## src/rtl/sme_pkg.sv

```systemverilog
package sme_pkg;

   typedef enum logic [2:0] {
      ST_IDLE,
      ST_HDR,
      ST_WADR,
      ST_WDAT,
      ST_RD
   } sme_state_e;

   // Page offset width: 8-byte pages up to 256 bytes, 16-byte pages above
   function automatic int sme_page_w(input int aw);
      return (aw <= 8) ? 3 : 4;
   endfunction

endpackage

```

## src/rtl/sme_page_buf.sv

```systemverilog
module sme_page_buf #(
   parameter int PAGE_W = 3
) (
   input  logic                      clk,
   input  logic                      rst_n,
   input  logic                      i_clr,
   input  logic                      i_we,
   input  logic [PAGE_W-1:0]         i_ofs,
   input  logic [7:0]                i_dat,
   output logic [(8<<PAGE_W)-1:0]    o_dat,
   output logic [(1<<PAGE_W)-1:0]    o_mask
);
   localparam int PAGE = 1 << PAGE_W;

   generate
      for (genvar g = 0; g < PAGE; g++) begin : g_slot
         always_ff @(posedge clk or negedge rst_n) begin
            if (!rst_n) begin
               o_dat[g*8 +: 8] <= 8'h00;
               o_mask[g]       <= 1'b0;
            end else if (i_clr) begin
               o_mask[g]       <= 1'b0;
            end else if (i_we && (i_ofs == PAGE_W'(g))) begin
               o_dat[g*8 +: 8] <= i_dat;
               o_mask[g]       <= 1'b1;
            end
         end
      end
   endgenerate

endmodule

```

## src/rtl/sme_array.sv

```systemverilog
module sme_array #(
   parameter int ADDR_W = 8,
   parameter int PAGE_W = 3
) (
   input  logic                      clk,
   input  logic                      rst_n,
   input  logic                      i_commit,
   input  logic [ADDR_W-PAGE_W-1:0]  i_page,
   input  logic [(8<<PAGE_W)-1:0]    i_dat,
   input  logic [(1<<PAGE_W)-1:0]    i_mask,
   input  logic [ADDR_W-1:0]         i_raddr,
   output logic [7:0]                o_rdata
);
   localparam int DEPTH = 1 << ADDR_W;

   generate
      if (PAGE_W >= ADDR_W) begin : g_bad_geom
         $error("sme_array: page offset must be narrower than the address");
      end
   endgenerate

   logic [7:0] mem [DEPTH];

   always_ff @(posedge clk or negedge rst_n) begin
      if (!rst_n) begin
         for (int k = 0; k < DEPTH; k++) mem[k] <= 8'hFF;
      end else if (i_commit) begin
         for (int k = 0; k < DEPTH; k++) begin
            if ((k[ADDR_W-1:PAGE_W] == i_page) && i_mask[k[PAGE_W-1:0]])
               mem[k] <= i_dat[k[PAGE_W-1:0]*8 +: 8];
         end
      end
   end

   assign o_rdata = mem[i_raddr];

endmodule

```

## src/rtl/sme_busy_timer.sv

```systemverilog
module sme_busy_timer #(
   parameter int CYC = 64
) (
   input  logic clk,
   input  logic rst_n,
   input  logic i_fire,
   output logic o_busy
);
   localparam int CW = $clog2(CYC + 1);

   logic [CW-1:0] cnt;

   always_ff @(posedge clk or negedge rst_n) begin
      if (!rst_n)              cnt <= '0;
      else if (i_fire)         cnt <= CW'(CYC);
      else if (cnt != '0)      cnt <= cnt - 1'b1;
   end

   assign o_busy = (cnt != '0);

endmodule

```

## src/rtl/ser_mem_engine.sv

```systemverilog
module ser_mem_engine #(
   parameter int ADDR_W = 8,
   parameter int WR_CYC = 64
) (
   input  logic        clk,
   input  logic        rst_n,
   input  logic        i_start,
   input  logic        i_stop,
   input  logic        i_byte_vld,
   input  logic [7:0]  i_byte,
   input  logic        i_mack_vld,
   input  logic        i_mack,
   input  logic        i_wp,
   output logic        o_ack,
   output logic [7:0]  o_rd_data,
   output logic        o_busy
);
   import sme_pkg::*;

   localparam int PAGE_W = sme_page_w(ADDR_W);
   localparam int PAGE   = 1 << PAGE_W;
   localparam int PG_W   = ADDR_W - PAGE_W;
   localparam int HI_W   = (ADDR_W > 8) ? ADDR_W - 8 : 0;

   generate
      if (ADDR_W < 7 || ADDR_W > 11) begin : g_bad_aw
         $error("ser_mem_engine: ADDR_W must lie in 7..11");
      end
      if (WR_CYC < 1) begin : g_bad_cyc
         $error("ser_mem_engine: WR_CYC must be at least 1");
      end
   endgenerate

   sme_state_e           st;
   logic [ADDR_W-1:0]    ctr;
   logic [ADDR_W-1:0]    wa;
   logic                 pend;
   logic                 live;
   logic                 ev_byte;
   logic                 hdr_take;
   logic                 commit;
   logic                 buf_we;
   logic                 buf_clr;
   logic [7:0]           arr_rd;
   logic [PAGE*8-1:0]    buf_dat;
   logic [PAGE-1:0]      buf_mask;

   assign live     = !o_busy;
   assign ev_byte  = live && !i_start && !i_stop && i_byte_vld;
   assign hdr_take = ev_byte && (st == ST_HDR);
   assign buf_we   = ev_byte && (st == ST_WDAT);
   assign buf_clr  = live && (i_start || i_stop);
   assign commit   = live && !i_start && i_stop && (st == ST_WDAT) && pend && !i_wp;

   // Word-address composition: wide arrays take upper bits from the header
   generate
      if (HI_W > 0) begin : g_hi_addr
         logic [HI_W-1:0] hi_q;
         always_ff @(posedge clk or negedge rst_n) begin
            if (!rst_n)        hi_q <= '0;
            else if (hdr_take) hi_q <= i_byte[HI_W:1];
         end
         assign wa = {hi_q, i_byte};
      end else begin : g_lo_addr
         assign wa = i_byte[ADDR_W-1:0];
      end
   endgenerate

   always_ff @(posedge clk or negedge rst_n) begin
      if (!rst_n) begin
         st        <= ST_IDLE;
         ctr       <= '0;
         pend      <= 1'b0;
         o_ack     <= 1'b0;
         o_rd_data <= 8'h00;
      end else begin
         o_ack <= 1'b0;
         if (live) begin
            if (i_start) begin
               st   <= ST_HDR;
               pend <= 1'b0;
            end else if (i_stop) begin
               st   <= ST_IDLE;
               pend <= 1'b0;
            end else if (i_byte_vld) begin
               case (st)
                  ST_HDR: begin
                     o_ack <= 1'b1;
                     if (i_byte[0]) begin
                        st        <= ST_RD;
                        o_rd_data <= arr_rd;
                        ctr       <= ctr + 1'b1;
                     end else begin
                        st <= ST_WADR;
                     end
                  end
                  ST_WADR: begin
                     o_ack <= 1'b1;
                     ctr   <= wa;
                     st    <= ST_WDAT;
                  end
                  ST_WDAT: begin
                     o_ack <= 1'b1;
                     pend  <= 1'b1;
                     ctr   <= {ctr[ADDR_W-1:PAGE_W], ctr[PAGE_W-1:0] + 1'b1};
                  end
                  default: ;
               endcase
            end else if (i_mack_vld && (st == ST_RD)) begin
               if (i_mack) begin
                  o_rd_data <= arr_rd;
                  ctr       <= ctr + 1'b1;
               end else begin
                  st <= ST_IDLE;
               end
            end
         end
      end
   end

   sme_page_buf #(.PAGE_W(PAGE_W)) u_pbuf (
      .clk    (clk),
      .rst_n  (rst_n),
      .i_clr  (buf_clr),
      .i_we   (buf_we),
      .i_ofs  (ctr[PAGE_W-1:0]),
      .i_dat  (i_byte),
      .o_dat  (buf_dat),
      .o_mask (buf_mask)
   );

   sme_array #(.ADDR_W(ADDR_W), .PAGE_W(PAGE_W)) u_arr (
      .clk      (clk),
      .rst_n    (rst_n),
      .i_commit (commit),
      .i_page   (ctr[ADDR_W-1:PAGE_W]),
      .i_dat    (buf_dat),
      .i_mask   (buf_mask),
      .i_raddr  (ctr),
      .o_rdata  (arr_rd)
   );

   sme_busy_timer #(.CYC(WR_CYC)) u_tmr (
      .clk    (clk),
      .rst_n  (rst_n),
      .i_fire (commit),
      .o_busy (o_busy)
   );

   logic unused_pg;
   assign unused_pg = ^PG_W;

endmodule

```

## config.mk

```make
export PLATFORM = sky130hd
export DESIGN_NAME = ser_mem_engine
export DESIGN_NICKNAME = d
export VERILOG_FILES = /design/src/rtl/sme_pkg.sv /design/src/rtl/sme_page_buf.sv /design/src/rtl/sme_array.sv /design/src/rtl/sme_busy_timer.sv /design/src/rtl/ser_mem_engine.sv
export SDC_FILE = /design/constraint.sdc
export NUM_CORES = 2
export LEC_CHECK = 0
export BUFFER_PORTS_ARGS = -buffer_cell sky130_fd_sc_hd__buf_4
export CAP_MARGIN = 25
export CORE_ASPECT_RATIO = 1.75
export CORE_MARGIN = 3
export CORE_UTILIZATION = 48
export CTS_CLUSTER_SIZE = 10
export DETAILED_ROUTE_END_ITERATION = 10
export GPL_ROUTABILITY_DRIVEN = 0
export MAX_ROUTING_LAYER = met4
export PLACE_DENSITY = 0.67
export RECOVER_POWER = 25
export SYNTH_ARGS = -nofsm -noshare
export SYNTH_HDL_FRONTEND = slang
export SYNTH_SLANG_ARGS = --single-unit
```

## constraint.sdc

```tcl
create_clock -name clk -period 3.4 [get_ports clk]
set_clock_uncertainty 0.2 [all_clocks]
set_input_delay 0 -clock clk [delete_from_list [all_inputs] [get_ports clk]]
set_output_delay 0 -clock clk [all_outputs]
set_load 0.02 [all_outputs]
```

==> impl_table.tex <==
\begin{tabular}{lr}
\hline
Metric & Value \\
\hline
\multicolumn{2}{l}{\textbf{Timing}} \\
\quad Number of endpoints with negative hold slack in the final report & 0 \\
\quad RSZ-0062 raised after global routing & true \\
\quad Ratio of final minimum period to clock period & 103\% \\
\quad Number of endpoints failing setup at the final stage & 7 \\
\quad Worst rel slew slack & -58.1\% \\
\quad Final critical-path setup slack & -0.102 ns \\
\quad Worst Tran Pin Value & between 2 and 2.5 ns \\
\quad Max frequency & 286 MHz \\
\quad Sum Neg Setup Slack & -0.410 ns \\
\quad Tightest hold margin & about 0.053 ns \\
\quad Final Critical Period & roughly 3.5 ns \\
\quad Number of slew-limit violations in the final report & 595 \\
\multicolumn{2}{l}{\textbf{Logic synthesis}} \\
\quad Library cell with the largest summed area after synthesis & dfstp\_2 \\
\quad Yosys synthesis warning count & 0 \\
\quad Gate count of the mapped netlist & $\sim$6,900 \\
\quad Number of flops mapped to enable cells by yosys & 0 \\
\quad Flop and latch count out of synthesis & between 2,000 and 2,500 \\
\quad Distinct cells, synth & 64 \\
\quad Mapped Avg Cell Area & about 15 um\^{}2 \\
\quad Cell area after technology mapping & 0.101 mm\^{}2 \\
\quad Most frequent cell after synthesis & mux2\_2 \\
\quad Commonest cells in the netlist & mux2\_2 (2,134), dfstp\_2 (2,048), mux2i\_1 (517), nand2\_1 (452), clkbuf\_1 (284) \\
\quad Post-Syn Nets & slightly below 7,000 \\
\quad Area fraction of the dominant cell type after synthesis & 53.4\% \\
\quad Dominant cells by area after synthesis & dfstp\_2 (53\%), mux2\_2 (24\%), mux4\_2 (5.8\%), mux2i\_1 (5.1\%), dfrtp\_1 (2.5\%) \\
\quad Synth async-reset ratio & 100\% \\
\quad Most instantiated flip-flop cell in the synthesis netlist & dfstp\_2 \\
\quad Sequential fraction of the synthesis area & between 50\% and 60\% \\
\multicolumn{2}{l}{\textbf{Routing}} \\
\quad Drt wl/cell & between 40 and 50 um \\
\quad Iteration-0 DRC Markers & around 7,800 \\
\quad Post-detailed-route via-to-cell ratio & slightly below 7 \\
\quad Count of antenna-violating nets left after detailed routing & 0 \\
\quad Vias after detailed routing & roughly 70,000 \\
\quad Length of the first detailed-routing pass in iterations & 6 \\
\quad DRC Markers & 0 \\
\quad Routed wire length & approximately 400,000 um \\
\multicolumn{2}{l}{\textbf{Critical path}} \\
\quad Worst reg-to-reg setup slack & -0.10 ns \\
\quad Type of the setup path with the least slack & register to register \\
\quad Worst endpoint required time & roughly 4.0 ns \\
\quad Sort of element at the start of the critical path & register \\
\quad CP Max Fanout & 27 \\
\quad Kind of end point of the critical path & register \\
\quad Reg2reg end & o\_rd\_data[4]\$\_DFFE\_PN0P\_ \\
\quad Worst r2r path cells & 9 \\
\quad Arrival time worst endpoint & just over 4 ns \\
\quad Reg-to-Reg Start & ctr[1]\$\_DFFE\_PN0P\_ \\
\multicolumn{2}{l}{\textbf{Power and ir drop}} \\
\quad Peak VDD IR & about 0.47 mV \\
\quad Combinational cell fraction of total power & 1.3\% \\
\quad Int Pwr & $\sim$0.038 W \\
\quad Net Switching & 0.0107 W \\
\quad Sw Ratio & a little over a fifth \\
\quad Share of total power in the clock network & between 40\% and 50\% \\
\quad Power density normalized to cell area & between 400 and 500 mW/mm\^{}2 \\
\quad Flop pwr share & 52.4\% \\
\quad Total leakage power & approximately 45 nW \\
\multicolumn{2}{l}{\textbf{Floorplanning}} \\
\quad Chip height & roughly 610 um \\
\quad Ports & 26 \\
\quad Floorplan die area & 0.216 mm\^{}2 \\
\quad FP Rows & 222 \\
\quad Initial Util & about half \\
\quad Area inside the core boundary & 0.209 mm\^{}2 \\
\quad Floorplan die width & between 300 and 400 um \\
\multicolumn{2}{l}{\textbf{Hold path}} \\
\quad Hold Crit Depth & 5 \\
\quad Class of the worst hold path & primary input to register \\
\quad End point of the most critical hold path & ctr[2]\$\_DFFE\_PN0P\_ \\
\quad Hold path start & i\_byte[2] \\
\multicolumn{2}{l}{\textbf{Placed design}} \\
\quad Count of buffers from port buffering & 25 \\
\quad Half-perimeter wire length of the detailed placement result & roughly 260,000 um \\
\quad Post-detailed-placement cell area & around 0.11 mm\^{}2 \\
\quad Worst setup slack after placement & -0.559 ns \\
\multicolumn{2}{l}{\textbf{CTS}} \\
\quad Max clock buf depth & 4 \\
\quad Total clock buffers created by CTS & between 200 and 250 \\
\quad Clock-pin slew reported for the worst setup and hold paths after clock tree synthesis & approximately 0.06 ns \\
\quad CTS tree & yes \\
\quad Clock tree root buffer cell & clkbuf\_16 \\
\quad Number of sinks handled by clock tree synthesis & 2,148 \\
\quad CTS H-tree lvls & 4 \\
\quad Clock latency on the worst-skew pair & 0.91 ns \\
\multicolumn{2}{l}{\textbf{Final layout}} \\
\quad Fraction of layout cells with a size suffix above 1 & 74.3\% \\
\quad Net total in the final layout & 7,216 \\
\quad Final Instance Area & 0.115 mm\^{}2 \\
\quad Growth of design area from synthesis to finish & 14.1\% \\
\multicolumn{2}{l}{\textbf{Flow run}} \\
\quad Max capacitance violation total & 10 \\
\multicolumn{2}{l}{\textbf{Global route}} \\
\quad Total routing resource utilization after global routing & about 38\% \\
\quad Antenna violations before repair & 58 \\
\quad Wire length of the first global-routing pass & roughly 560,000 um \\
\quad Largest net degree at the start of global routing & between 100 and 150 \\
\quad Residual overflow from global routing & 0 \\
\quad Number of global-route vias before repair & 71,623 \\
\multicolumn{2}{l}{\textbf{Outcome}} \\
\quad Result of the run & finished, violations left \\
\quad Violations in the final reports & max-capacitance violations, max-slew violations, negative setup slack \\
\hline
\end{tabular}
-- logic make-up (layout without fill, tap and decap cells) --
| family | Yosys count | after routing | share of synthesized area, % |
|---|---|---|---|
| simple gates | 768 | 768 | 3.32 |
| mux | 2918 | 2918 | 34.9 |
| buf+inv | 486 | 857 | 2.26 |
| xor+xnor | 3 | 3 | 0.0261 |
| compound gates | 523 | 523 | 3.59 |
| flops | 2148 | 2148 | 55.9 |
| fa+ha+maj | 7 | 7 | 0.0869 |
| other cells | 0 | 76 | 0 |
-- state kept, by name, indices dropped and copies added, names as in the netlist --
| signal | flops |
|---|---|
| u_arr.mem | 2048 |
| u_pbuf.o_dat | 64 |
| ctr | 8 |
| o_rd_data | 8 |
| u_pbuf.o_mask | 8 |
| u_tmr.cnt | 7 |
| st | 3 |
| o_ack | 1 |
| pend | 1 |
-- critical path, stage by stage, from the launching register on --
cell      delay, ns
dfrtp_4        0.59
buf_12         0.21
buf_12         0.20
buf_4          0.20
nand2_1        0.39
o21ai_0        0.20
a21oi_2        0.47
nor3_1         0.21
or4_1          0.44
a211oi_1       0.23
-- power by group through the flow --
stage	Clock [W]	Combinational, W	Sequential (W)
5_1_grt	0.0238	0.000728	0.0257
3_5_place_dp	0	0.000659	0.0261
4_1_cts	0.0228	0.000695	0.0257
2_1_floorplan	0	0.0000129	0.0261
3_3_place_gp	0	0.000635	0.0261
6_report	0.0227	0.000655	0.0257
-- worst max path at each step --
stage,start,to,cells after the start
final,ctr[1]$_DFFE_PN0P_,o_rd_data[4]$_DFFE_PN0P_,9
after global routing,ctr[2]$_DFFE_PN0P_,o_rd_data[7]$_DFFE_PN0P_,10
after CTS,ctr[1]$_DFFE_PN0P_,o_rd_data[2]$_DFFE_PN0P_,10
after detailed placement,ctr[1]$_DFFE_PN0P_,o_rd_data[2]$_DFFE_PN0P_,10
after global placement,ctr[1]$_DFFE_PN0P_,o_rd_data[2]$_DFFE_PN0P_,10
after floorplan,ctr[0]$_DFFE_PN0P_,o_rd_data[5]$_DFFE_PN0P_,11
-- cells in the final DEF (no fill, tap or decap), drive strengths merged, types with 12 or more instances in the layout --
master / Yosys / routed
and3: 12 / 12
clkbuf: 284 / 303
nand2b: 22 / 22
diode: 0 / 76
o211ai: 17 / 17
mux4: 261 / 261
mux2i: 517 / 517
mux2: 2140 / 2140
nand3: 70 / 70
nor4: 12 / 12
dlygate4sd3: 0 / 32
a32oi: 14 / 14
dfrtp: 100 / 100
nor2: 83 / 83
a221oi: 53 / 53
o21ai: 63 / 63
a22oi: 149 / 149
o22ai: 24 / 24
a211oi: 16 / 16
nor2b: 12 / 12
a21oi: 103 / 103
inv: 14 / 15
a31oi: 25 / 25
dfstp: 2048 / 2048
nand4: 34 / 34
buf: 187 / 504
nand2: 452 / 452
nor3: 52 / 52
o2111ai: 15 / 15
-- routing by layer --
metal / wire length (um) / global-route usage [%]
met3: 36500 / 9.35
met4: 45100 / 36.3
met1: 136000 / 40.6
met2: 192000 / 59.2
met5: 0 / -
-- what timing repair did --
action / in CTS / in global routing
hold buffers: 33 / 0
endpoints found under the setup margin: 16 / 52
endpoints found under the hold margin: 1137 / 0
setup buffers: 5 / 14
pin swaps: 3 / 6
gates cloned: 0 / 4
resized for setup: 29 / 66
-- final cells by class --
| type | count | area (um^2) |
|---|---|---|
| timing repair buffer | 569 | 5960 |
| inverter | 15 | 61.3 |
| antenna | 76 | 190 |
| sequential | 2148 | 56400 |
| clock inverter | 2 | 25.0 |
| fill | 17062 | 93800 |
| multi-input combinational | 4219 | 42700 |
| tap | 2800 | 3500 |
| clock buffer | 271 | 6210 |
-- stage by stage --
step,total power (W),instances,utilization (%)
after floorplan,0.0261,6853,-
after global placement,0.0267,9691,51.6
after detailed placement,0.0267,9693,51.6
after CTS,0.0492,10004,54.8
after global routing,0.0502,10073,55.1
final,0.0491,10100,55.1
Power figures use the tool's default switching activity.
